### src/rtl/dpa_pkg.sv
package dpa_pkg;
  typedef enum logic [1:0] {
    VERDICT_NONE        = 2'd0,
    VERDICT_LEFT_LOSES  = 2'd1,
    VERDICT_RIGHT_LOSES = 2'd2
  } verdict_e;
endpackage

### src/rtl/dpa_arrival.sv
// Flags the cycle in which a port's enable/address pair differs from the
// pair seen on the previous clock (its arrival).
module dpa_arrival #(
  parameter int ADDR_W = 11
) (
  input  logic              clk,
  input  logic              rst_n,
  input  logic              en,
  input  logic [ADDR_W-1:0] addr,
  output logic              changed
);
  logic              prev_en;
  logic [ADDR_W-1:0] prev_addr;

  always_ff @(posedge clk) begin
    if (!rst_n) begin
      prev_en   <= 1'b0;
      prev_addr <= '0;
    end else begin
      prev_en   <= en;
      prev_addr <= addr;
    end
  end

  assign changed = (en != prev_en) || (addr != prev_addr);
endmodule

### src/rtl/dpa_match.sv
module dpa_match #(
  parameter int ADDR_W = 11
) (
  input  logic              l_en,
  input  logic [ADDR_W-1:0] l_addr,
  input  logic              r_en,
  input  logic [ADDR_W-1:0] r_addr,
  output logic              hit
);
  assign hit = l_en && r_en && (l_addr == r_addr);
endmodule

### src/rtl/dpa_decide.sv
module dpa_decide
  import dpa_pkg::*;
(
  input  logic     clk,
  input  logic     rst_n,
  input  logic     hit,
  input  logic     l_chg,
  input  logic     r_chg,
  output verdict_e verdict
);
  always_ff @(posedge clk) begin
    if (!rst_n)
      verdict <= VERDICT_NONE;
    else if (!hit)
      verdict <= VERDICT_NONE;
    else if (l_chg || r_chg)
      verdict <= (l_chg && !r_chg) ? VERDICT_LEFT_LOSES : VERDICT_RIGHT_LOSES;
  end

  // same-cycle arrival on a match is won by the left port
  p_tie_left_wins_r3: assert property (@(posedge clk) disable iff (!rst_n)
    (hit && l_chg && r_chg) |=> (verdict == VERDICT_RIGHT_LOSES));

  // a settled match keeps its verdict
  p_verdict_hold_r6: assert property (@(posedge clk) disable iff (!rst_n)
    (hit && !l_chg && !r_chg) |=> $stable(verdict));
endmodule

### src/rtl/dpa_contention_arb.sv
module dpa_contention_arb
  import dpa_pkg::*;
#(
  parameter int ADDR_W = 11
) (
  input  logic              clk,
  input  logic              rst_n,
  input  logic              left_en,
  input  logic [ADDR_W-1:0] left_addr,
  input  logic              left_we,
  input  logic              right_en,
  input  logic [ADDR_W-1:0] right_addr,
  input  logic              right_we,
  output logic              left_busy_n,
  output logic              right_busy_n,
  output logic              contention
);
  localparam int NPORT = 2;

  logic              en_v   [NPORT];
  logic [ADDR_W-1:0] addr_v [NPORT];
  logic              chg_v  [NPORT];
  logic              hit;
  verdict_e          verdict;

  assign en_v[0]   = left_en;
  assign addr_v[0] = left_addr;
  assign en_v[1]   = right_en;
  assign addr_v[1] = right_addr;

  for (genvar p = 0; p < NPORT; p++) begin : g_port
    dpa_arrival #(.ADDR_W(ADDR_W)) u_arrival (
      .clk    (clk),
      .rst_n  (rst_n),
      .en     (en_v[p]),
      .addr   (addr_v[p]),
      .changed(chg_v[p])
    );
  end

  dpa_match #(.ADDR_W(ADDR_W)) u_match (
    .l_en  (left_en),
    .l_addr(left_addr),
    .r_en  (right_en),
    .r_addr(right_addr),
    .hit   (hit)
  );

  dpa_decide u_decide (
    .clk    (clk),
    .rst_n  (rst_n),
    .hit    (hit),
    .l_chg  (chg_v[0]),
    .r_chg  (chg_v[1]),
    .verdict(verdict)
  );

  assign left_busy_n  = (verdict != VERDICT_LEFT_LOSES);
  assign right_busy_n = (verdict != VERDICT_RIGHT_LOSES);
  assign contention   = (verdict != VERDICT_NONE);

  // busy low only after a cycle with both enabled on equal addresses
  p_busy_needs_match_r1: assert property (@(posedge clk) disable iff (!rst_n)
    (!left_busy_n || !right_busy_n) |->
      $past(left_en && right_en && (left_addr == right_addr)));

  // never both busy
  p_busy_exclusive_r4: assert property (@(posedge clk) disable iff (!rst_n)
    !(!left_busy_n && !right_busy_n));

  // release one cycle after the match ends
  p_release_r6: assert property (@(posedge clk) disable iff (!rst_n)
    !(left_en && right_en && (left_addr == right_addr)) |=>
      (left_busy_n && right_busy_n));

  // toggling direction during a steady match leaves busy unchanged
  p_dir_blind_r5: assert property (@(posedge clk) disable iff (!rst_n)
    (contention && left_en && right_en && (left_addr == right_addr) &&
     $stable(left_addr) && $stable(right_addr) &&
     $stable(left_en) && $stable(right_en) &&
     ($changed(left_we) || $changed(right_we)))
      |=> ($stable(left_busy_n) && $stable(right_busy_n)));

  // the flag follows a busy indication, so it too needs a prior match
  p_flag_needs_match_r7: assert property (@(posedge clk) disable iff (!rst_n)
    contention |-> $past(hit));
endmodule

### config.mk
export PLATFORM = sky130hd
export DESIGN_NAME = dpa_contention_arb
export DESIGN_NICKNAME = d
export VERILOG_FILES = /design/src/rtl/dpa_pkg.sv /design/src/rtl/dpa_arrival.sv /design/src/rtl/dpa_match.sv /design/src/rtl/dpa_decide.sv /design/src/rtl/dpa_contention_arb.sv
export SDC_FILE = /design/constraint.sdc
export NUM_CORES = 1
export LEC_CHECK = 0
export BUFFER_PORTS_ARGS = -buffer_cell sky130_fd_sc_hd__buf_4
export CAP_MARGIN = 20
export CORE_MARGIN = 4
export CORE_UTILIZATION = 30
export CTS_CLUSTER_SIZE = 20
export DETAILED_ROUTE_END_ITERATION = 7
export PLACE_DENSITY_LB_ADDON = 0.05
export SYNTH_ARGS = -nofsm -noshare
export SYNTH_HDL_FRONTEND = slang
export SYNTH_HIERARCHICAL = 1
export SYNTH_SLANG_ARGS = --single-unit
### constraint.sdc
create_clock -name clk -period 1.67 [get_ports clk]
set_input_delay 0.0835 -clock clk [delete_from_list [all_inputs] [get_ports clk]]
set_output_delay 0.0835 -clock clk [all_outputs]
set_load 0.005 [all_outputs]
# Word-level counts from Yosys, hierarchy flattened

Cells that the tools add are included.

Output and inout bits: 3
Word-level logic and storage cells: 22
Bits of input ports: 28
Flip-flop bits (word level): 26

Eq/ne operators: 7
Reduce and logical (&&, ||, !) cells: 9
Muxes and demuxes: 1

Operators with widths:

| cell                 | count |
|---|---|
| $ne A11 B11 Y1       | 2 |
| $eq A11 B11 Y1       | 1 |
| $logic_and A1 B1 Y1  | 3 |
| $logic_or A1 B1 Y1   | 3 |
| $mux W2              | 1 |
| $ne A1 B1 Y1         | 2 |
| $ne A2 B1 Y1 const B | 1 |
| $ne A2 B2 Y1 const B | 1 |
| $reduce_and A2 Y1    | 1 |
| $reduce_bool A2 Y1   | 1 |
| $logic_not A1 Y1     | 1 |

# Longest topological paths before layout

Gate-level depths: netlist of run 1.

Depth in word-level cells: 5
Mapped depth: 5

# Cells and area by module

Netlist of run 1, hierarchy kept.

By module, submodules not included:

| module             | times used | cells an instance | area each (um^2) |
|---|---|---|---|
| dpa_arrival        | 2          | 41                | 447.9 |
| dpa_match          | 1          | 16                | 130.1 |
| dpa_decide         | 1          | 8                 | 71.3 |
| dpa_contention_arb | 1          | 3                 | 18.8 |

# Least setup slack after synthesis of run 1

OpenSTA, ideal clock, no wires.

Kind: reg-to-reg
From: register g_port[0].u_arrival.prev_addr[7]
To: register u_decide.verdict[1]
Stages on the path, launching flop included: 6
Clock period less this slack: 1.133 ns
Setup time: 0.066 ns
Arrival: 1.066 ns
Setup slack: 0.537 ns
Cell sequence: dfxtp_1 xor2_1 nor4_1 nand3_1 nand2b_1 a21oi_2

RTL lines:

| item                     | line              | text |
|---|---|---|
| start: declaration       | dpa_arrival.sv:13 | `logic [ADDR_W-1:0] prev_addr;` |
| start signal: assignment | dpa_arrival.sv:21 | `prev_addr <= addr;` |
| end signal: assignment   | dpa_decide.sv:17  | `verdict <= (l_chg && !r_chg) ? VERDICT_LEFT_LOSES : VERDICT_RIGHT_LOSES;` |
| end: declaration         | dpa_decide.sv:9   | `output verdict_e verdict` |

==> qor.csv, run 1 <==
metric,value,unit
grt_max_degree,26,
max_freq,747,MHz
powerDensity,835,nW/um^2
pwr-share-comb,0.148,
yosys.cell_types.count,16,
path_max_fanout,2,
cts_sinks,26,
peakVddDrop,0.000302,V
place_inst,181,
core-area,3470,sq um
period_minus_slack,1.34,ns
report.final.slew_viol_count,0,
cts-root-buf,clkbuf_8,
antenna_found_initial,0,
ys_seq_elements,26,
antenna_cells,0,
switching_power,0.274,mW
critPathSlowestCell,nor4_1,
clockBufferDepth,2,
power.leakage,0.618,nW
maxCapViolations,0,
finish.net_count,168,
overflow,0,
avgSynthCellArea,10.2,sq um
clock_skew,0.00266,ns
wl_per_cell,11.6,microns
track_usage,0.100,
cell_internal_pwr,0.910,mW
setup_tns,0,ns
cts_tree,yes,
finalInstanceArea,1420,sq um
drt-initial-drc-count,14,
synth_area,1120,sq um
clockPowerShare,0.292,
yosysSeqAreaShare,0.466,
seq_power_share,0.560,
routed-via-count,763,
avgViaCountPerCell,4.15,
h-tree-depth,1,
drive_gt1_frac,0.239,
hold_viol_final,0,
crit_chain,xor2_1 -> nor4_1 -> nand3_1 -> nand2b_1 -> a21oi_2,
grt_pass1_vias,736,
ioPinCount,31,
finalWeightedCongestion,0.659,
dr.pass1.iters,3,
postLayoutCoreUtil,0.409,
crit_type,reg -> reg,
period_share,0.802,
start_util,0.322,
hp-class,in -> reg,
multi_input_area,584,sq um
path_clk_slew,0.09,ns
clkLatencyLatePin,0.26,ns
dieArea,4760,sq um
seq_area,520,sq um
synthCells,109,
row_count,21,
postCtsSetupBuffers,0,
crit_path_max_incr_delay,0.37,ns
switching_share,0.231,
finalSetupViolCount,0,
cp.required,1.87,ns
finalHoldWorstSlack,0.0384,ns
portBuffers,28,
wirelength,2130,microns
worstSetupStartpointType,flip-flop,
tightest_slew,0.365,ns
dpl-instance-area,1380,sq um
drtAntennaViolNets,0,
grt_pass1_wl,3420,microns
cts_resized,0,
die_y,69.0,microns
fin_cells,184,
crit_arrival,1.54,ns
drc,0,
worst_setup_path_end_kind,flip-flop,
die_w,69.0,microns
yosysWarnings,6,
syn-num-nets,137,
status,finished clean,
area_growth,27.0,%
numCtsBuffers,3,
cts_hold_buf,0,
fillers,362,
rsz0062_at_grt,false,
slew_headroom,0.754,
==> cells by family (layout without fill, tap and decap cells) <==
kind of cell,count (synthesis),after routing,synth area share
xor gates and xnor gates,35,35,0.275
and+or+nand+nor,44,44,0.241
AOI/OAI and AO/OA,1,1,0.00785
buffers and inverters,3,32,0.0101
DFF,26,26,0.466
==> layout make-up <==
type,count,area share
timing repair buffer,28,0.148
tap,46,0.0406
clock buffer,3,0.0291
multi-input combinational,80,0.412
inverter,1,0.00265
sequential,26,0.367
==> flip-flops by register name, indices dropped and copies added, names as in the netlist <==
signal	flops
g_port.u_arrival/prev_addr	22
g_port.u_arrival/prev_en	2
u_decide/verdict	2
==> power groups by stage <==
stage | clock network [mW] | registers (mW) | logic [mW]
after floorplan | 0 | 0.676 | 0.0898
after global placement | 0 | 0.677 | 0.178
after detailed placement | 0 | 0.678 | 0.178
after CTS | 0.363 | 0.663 | 0.179
after global routing | 0.388 | 0.666 | 0.196
final | 0.346 | 0.663 | 0.175
==> worst paths after layout <==
| check | from | end | slack (ns) | depth (start not counted) |
|---|---|---|---|---|
| worst max-delay path | g_port[0].u_arrival/prev_addr[4]$_SDFF_PN0_ | u_decide/verdict[1]$_SDFFE_PN0P_ | 0.33 | 5 |
| worst max register to register | g_port[0].u_arrival/prev_addr[4]$_SDFF_PN0_ | u_decide/verdict[1]$_SDFFE_PN0P_ | 0.33 | 5 |
| worst min register to register | u_decide/verdict[1]$_SDFFE_PN0P_ | u_decide/verdict[1]$_SDFFE_PN0P_ | 0.52 | 2 |
| worst min-delay path | right_en | g_port[1].u_arrival/prev_en$_SDFF_PN0_ | 0.04 | 2 |
==> worst max-delay path, delay by kind of cell (launching register included) <==
family / cells / cell delay [ns]
and+or+nand+nor: 3 / 0.69
DFF: 1 / 0.31
xor gates and xnor gates: 1 / 0.16
AOI/OAI and AO/OA: 1 / 0.13
==> metrics by stage <==
stage                     worst slack [ns]  power [mW]
after floorplan                      0.537       0.766
after global placement               0.387       0.855
after detailed placement             0.352       0.856
after CTS                            0.328        1.21
after global routing                 0.217        1.25
final                                0.331        1.18
==> synthesized netlist by cell type <==
| cell | n | area (sq um) |
|---|---|---|
| or2_1 | 1 | 6.26 |
| xor2_1 | 24 | 210 |
| a21oi_2 | 1 | 8.76 |
| nand3_1 | 3 | 15.0 |
| nor4_2 | 1 | 12.5 |
| nand4_1 | 2 | 12.5 |
| clkbuf_1 | 2 | 7.51 |
| and2_1 | 24 | 150 |
| dfxtp_1 | 26 | 521 |
| nor3_1 | 1 | 5.00 |
| nor4_1 | 6 | 37.5 |
| inv_1 | 1 | 3.75 |
| nand2b_1 | 3 | 18.8 |
| nor2_1 | 1 | 3.75 |
| xnor2_1 | 11 | 96.3 |
| nand2_1 | 2 | 7.51 |
==> routing by layer <==
metal	share of wire	wire (microns)	track usage	vias up
met5	0	0	0	-
met4	0.0066	14	0.0438	0
met3	0.062	133	0.0243	2
met2	0.44	948	0.152	17
met1	0.48	1030	0.133	339
li1	-	-	-	405
==> placed cells by master (no fill, tap or decap) <==
cell type,count
nor2_1,1
nand4_1,2
xor2_1,24
nor3_1,1
nand2b_1,3
nor4_2,1
nand2_1,2
and2_1,24
buf_4,28
nor4_1,6
a21oi_2,1
inv_1,1
dfxtp_1,26
xnor2_1,11
or2_1,1
clkbuf_8,3
nand3_1,3
Power figures use the tool's default switching activity.
==> run 2: changes to the inputs <==
- clock period: 1.67 -> 1.1 ns (I/O delays scaled with it)
==> qor.csv, run 2 (synthesis gave the netlist of run 1 again) <==
metric,value,unit,change
status,finished with violations,,was finished clean
violations,setup timing,,
period_minus_slack,1.24,ns,was 1.34 ns
worst_setup_path_end_kind,flip-flop,,unchanged
cts_tree,yes,,unchanged
finish.net_count,169,,was 168
crit_arrival,1.45,ns,was 1.54 ns
hp-class,in -> reg,,unchanged
wirelength,2340,microns,was 2130 microns
die_y,69.0,microns,unchanged
start_util,0.322,,unchanged
hold_viol_final,0,,unchanged
clkLatencyLatePin,0.27,ns,was 0.26 ns
rsz0062_at_grt,true,,was false
clockBufferDepth,2,,unchanged
cp.required,1.31,ns,was 1.87 ns
powerDensity,1250,nW/um^2,was 835 nW/um^2
path_clk_slew,0.09,ns,about the same
dieArea,4760,sq um,unchanged
wl_per_cell,12.6,microns,was 11.6 microns
max_flop_register,g_port.u_arrival/prev_addr,,unchanged
path_max_fanout,2,,unchanged
drc,0,,unchanged
ioPinCount,31,,unchanged
finalSetupViolCount,2,,was 0
overflow,0,,unchanged
dp_hpwl,1790,microns,
slew_headroom,0.800,,was 0.754
finalHoldWorstSlack,0.00805,ns,was 0.0384 ns
finalWeightedCongestion,0.683,,was 0.659
die_w,69.0,microns,unchanged
antenna_found_initial,0,,unchanged
grt_pass1_wl,3790,microns,was 3420 microns
largest_register_ffs,22,,unchanged
max_freq,806,MHz,was 747 MHz
avgViaCountPerCell,4.29,,was 4.15
grt_max_degree,26,,unchanged
crit_type,reg -> reg,,unchanged
numCtsBuffers,3,,unchanged
area_growth,31.1,%,was 27.0%
maxCapViolations,0,,unchanged
row_count,21,,unchanged
h-tree-depth,1,,unchanged
core-area,3470,sq um,unchanged
drtAntennaViolNets,0,,unchanged
drt-initial-drc-count,9,,was 14
period_share,1.13,,was 0.802
cts-root-buf,clkbuf_8,,unchanged
dr.pass1.iters,4,,was 3
peakVddDrop,0.000485,V,was 0.000302 V
routed-via-count,793,,was 763
final_common_cell,buf_4,,unchanged
drive_gt1_frac,0.288,,was 0.239
clock_skew,0.00330,ns,was 0.00266 ns
tightest_slew,0.297,ns,was 0.365 ns
power.leakage,0.632,nW,was 0.618 nW
grt_pass1_vias,807,,was 736
layout_common_cells,"buf_4 (29), dfxtp_1 (26), xor2_1 (24), and2_1 (24), xnor2_1 (11)",,"was buf_4 (28), dfxtp_1 (26), xor2_1 (24), and2_1 (24), xnor2_1 (11)"
report.final.slew_viol_count,0,,unchanged
track_usage,0.110,,was 0.100
antenna_cells,0,,unchanged
reg.largest.list,"g_port.u_arrival/prev_addr (22), g_port.u_arrival/prev_en (2), u_decide/verdict (2)",,unchanged
postLayoutCoreUtil,0.422,,was 0.409
cts_hold_buf,0,,unchanged
worstSetupStartpointType,flip-flop,,unchanged
cts_sinks,26,,unchanged
fin_ws,-0.141,ns,was 0.331 ns
portBuffers,28,,unchanged
[run 2: report_power, final]
group / switching (mW) / total [mW] / leakage [nW] / internal [mW]
logic: 0.130 / 0.285 / 0.395 / 0.155
registers: 0.0186 / 1.01 / 0.216 / 0.988
clock network: 0.298 / 0.543 / 0.0216 / 0.246
total: 0.447 / 1.83 / 0.632 / 1.39
[run 2: final timing paths]
path         slack [ns]  depth (start not counted)                                        start                                endpoint
max reg2reg       -0.14                          5  g_port[0].u_arrival/prev_addr[9]$_SDFF_PN0_        u_decide/verdict[1]$_SDFFE_PN0P_
min reg2reg        0.51                          2             u_decide/verdict[1]$_SDFFE_PN0P_        u_decide/verdict[1]$_SDFFE_PN0P_
max               -0.14                          5  g_port[0].u_arrival/prev_addr[9]$_SDFF_PN0_        u_decide/verdict[1]$_SDFFE_PN0P_
min               0.008                          2                                      left_en  g_port[0].u_arrival/prev_en$_SDFF_PN0_
[run 2: timing repair]
action | in CTS | in global routing
buffers inserted | 0 | 0
gates resized for setup | 3 | 2
endpoints found under the hold margin | 0 | 0
pin swaps | 3 | 5
endpoints found under the setup margin | 2 | 2
cloned | 0 | 0
[run 2: metal layers]
metal | GRT usage | share of wire
met5 | 0 | 0
met4 | 0.0511 | 0.012
met3 | 0.0243 | 0.050
met2 | 0.175 | 0.43
met1 | 0.141 | 0.50
[run 2: critical path, cell delays in order (launching register included)]
cell and delay, ns:
dfxtp_1 0.32, xor2_1 0.16, nor4_2 0.31, nand3_1 0.14, nand2b_4 0.16, a21oi_2 0.10
[run 2: layout make-up]
type | count | area [sq um]
Clock buffer | 3 | 41.3
Fill cell | 380 | 2010
Inverter | 1 | 3.75
Multi-Input combinational cell | 80 | 622
Sequential cell | 26 | 520
Tap cell | 46 | 57.6
Timing Repair Buffer | 29 | 218
[run 2: through the flow]
step / std cells / instance area, sq um / total power, mW / TNS, ns / setup WS [ns]
floorplan: 109 / 1120 / 1.16 / 0 / 0.00589
detailed placement: 182 / 1390 / 1.30 / -0.348 / -0.203
global route: 185 / 1460 / 1.91 / -0.438 / -0.233
finish: 185 / 1460 / 1.83 / -0.262 / -0.141
CTS: 185 / 1450 / 1.85 / -0.264 / -0.164
global placement: 182 / 1390 / 1.30 / -0.367 / -0.210
==> run 3: changes to the inputs <==
- CORE_ASPECT_RATIO: not set -> 0.7
==> qor.csv, run 3 (synthesis gave the netlist of run 1 again) <==
metric,value,unit,change
status,finished with violations,,unchanged
violations,setup timing,,unchanged
clkLatencyLatePin,0.26,ns,was 0.27 ns
report.final.slew_viol_count,0,,unchanged
die_w,80.9,microns,was 69.0 microns
path_max_fanout,2,,unchanged
cts-root-buf,clkbuf_8,,unchanged
overflow,0,,unchanged
ioPinCount,31,,unchanged
dieArea,4780,sq um,was 4760 sq um
fillers,385,,was 380
grt_pass1_wl,3640,microns,was 3790 microns
worstSetupStartpointType,flip-flop,,unchanged
avgViaCountPerCell,4.15,,was 4.29
cp.required,1.30,ns,was 1.31 ns
antenna_found_initial,0,,unchanged
grtUsageMet1,0.143,,was 0.141
powerDensity,1280,nW/um^2,was 1250 nW/um^2
start_util,0.314,,was 0.322
place_inst,187,,was 182
postCtsSetupBuffers,0,,unchanged
period_share,1.14,,was 1.13
largest_register_ffs,22,,unchanged
finish.net_count,170,,was 169
die_y,59.0,microns,was 69.0 microns
cts_tree,yes,,unchanged
crit_arrival,1.45,ns,about the same
peakVddDrop,0.000892,V,was 0.000485 V
drt-initial-drc-count,32,,was 9
fin_ws,-0.150,ns,was -0.141 ns
period_minus_slack,1.25,ns,was 1.24 ns
postLayoutCoreUtil,0.415,,was 0.422
path_clk_slew,0.08,ns,was 0.09 ns
max_flop_register,g_port.u_arrival/prev_addr,,unchanged
drc,0,,unchanged
portBuffers,28,,unchanged
grtUsageMet3,0.0365,,was 0.0243
drive_gt1_frac,0.284,,was 0.288
busiest_layer,met2,,unchanged
finalSetupViolCount,2,,unchanged
core-area,3560,sq um,was 3470 sq um
clock_skew,0.00170,ns,was 0.00330 ns
dpl-instance-area,1400,sq um,was 1390 sq um
reg.largest.list,"g_port.u_arrival/prev_addr (22), g_port.u_arrival/prev_en (2), u_decide/verdict (2)",,unchanged
place_ws,-0.147,ns,was -0.203 ns
dr.pass1.iters,4,,unchanged
finalInstanceArea,1480,sq um,was 1460 sq um
slew_headroom,0.811,,was 0.800
cts_hold_buf,0,,unchanged
numCtsBuffers,3,,unchanged
finalWeightedCongestion,0.713,,was 0.683
clockBufferDepth,2,,unchanged
dp_hpwl,1910,microns,was 1790 microns
grt_max_degree,26,,unchanged
power.leakage,0.644,nW,was 0.632 nW
worst_setup_path_end_kind,flip-flop,,unchanged
max_freq,800,MHz,was 806 MHz
layout_common_cells,"buf_4 (30), dfxtp_1 (26), xor2_1 (24), and2_1 (24), xnor2_1 (11)",,"was buf_4 (29), dfxtp_1 (26), xor2_1 (24), and2_1 (24), xnor2_1 (11)"
area_growth,32.4,%,was 31.1%
cts_sinks,26,,unchanged
track_usage,0.103,,was 0.110
gr-usage-met2,0.154,,was 0.175
crit_type,reg -> reg,,unchanged
fin_cells,191,,was 185
drtAntennaViolNets,0,,unchanged
wl_per_cell,12.3,microns,was 12.6 microns
wirelength,2350,microns,was 2340 microns
tightest_slew,0.280,ns,was 0.297 ns
maxCapViolations,0,,unchanged
p_total,1.88,mW,was 1.83 mW
rsz0062_at_grt,true,,unchanged
row_count,18,,was 21
grt_pass1_vias,787,,was 807
routed-via-count,792,,was 793
hold_viol_final,0,,unchanged
final_common_cell,buf_4,,unchanged
antenna_cells,0,,unchanged
h-tree-depth,1,,unchanged
hp-class,in -> reg,,unchanged
-- run 3: what timing repair did --
item / CTS / global route
endpoints found under the hold margin: 0 / 0
gates cloned: 0 / 0
gates resized for setup: 0 / 3
setup endpoints to repair: 2 / 2
pin swaps: 2 / 6
-- run 3: through the flow --
| stage | hold slack [ns] | TNS [ns] |
|---|---|---|
| 4_1_cts | 0.0109 | -0.302 |
| 3_5_place_dp | 0.292 | -0.248 |
| 6_report | 0.0188 | -0.272 |
| 2_1_floorplan | 0.177 | 0 |
| 5_1_grt | 0.00896 | -0.360 |
| 3_3_place_gp | 0.288 | -0.324 |
-- run 3: layout make-up --
cell class	count	area, sq um	share of cell area
sequential	26	520	0.352
multi-input combinational	80	611	0.413
clock buffer	4	55.1	0.0373
inverter	1	3.75	0.00254
timing repair buffer	30	225	0.152
tap	50	62.6	0.0423
-- run 3: per-layer routing --
layer,vias to the layer above,wire [microns]
met2,12,1070
met4,0,8
met5,-,0
met1,365,1180
li1,413,-
met3,2,91
-- run 3: power by group --
part | switching, mW | internal [mW]
clock | 0.276 | 0.319
sequential | 0.0187 | 0.988
combinational | 0.127 | 0.156
-- run 3: path summary, 6_finish.rpt --
check | startpoint | end | cells past startpoint | slack (ns)
min reg2reg | u_decide/verdict[1]$_SDFFE_PN0P_ | u_decide/verdict[1]$_SDFFE_PN0P_ | 2 | 0.52
max reg2reg | g_port[0].u_arrival/prev_addr[9]$_SDFF_PN0_ | u_decide/verdict[1]$_SDFFE_PN0P_ | 5 | -0.15
min | right_en | g_port[1].u_arrival/prev_en$_SDFF_PN0_ | 2 | 0.02
max | g_port[0].u_arrival/prev_addr[9]$_SDFF_PN0_ | u_decide/verdict[1]$_SDFFE_PN0P_ | 5 | -0.15
-- run 3: worst max-delay path, cell delays in order, from the launching register on --
cell and delay, ns:
dfxtp_1 0.32, xor2_1 0.15, nor4_1 0.31, nand3_1 0.15
nand2b_4 0.16, a21oi_2 0.10
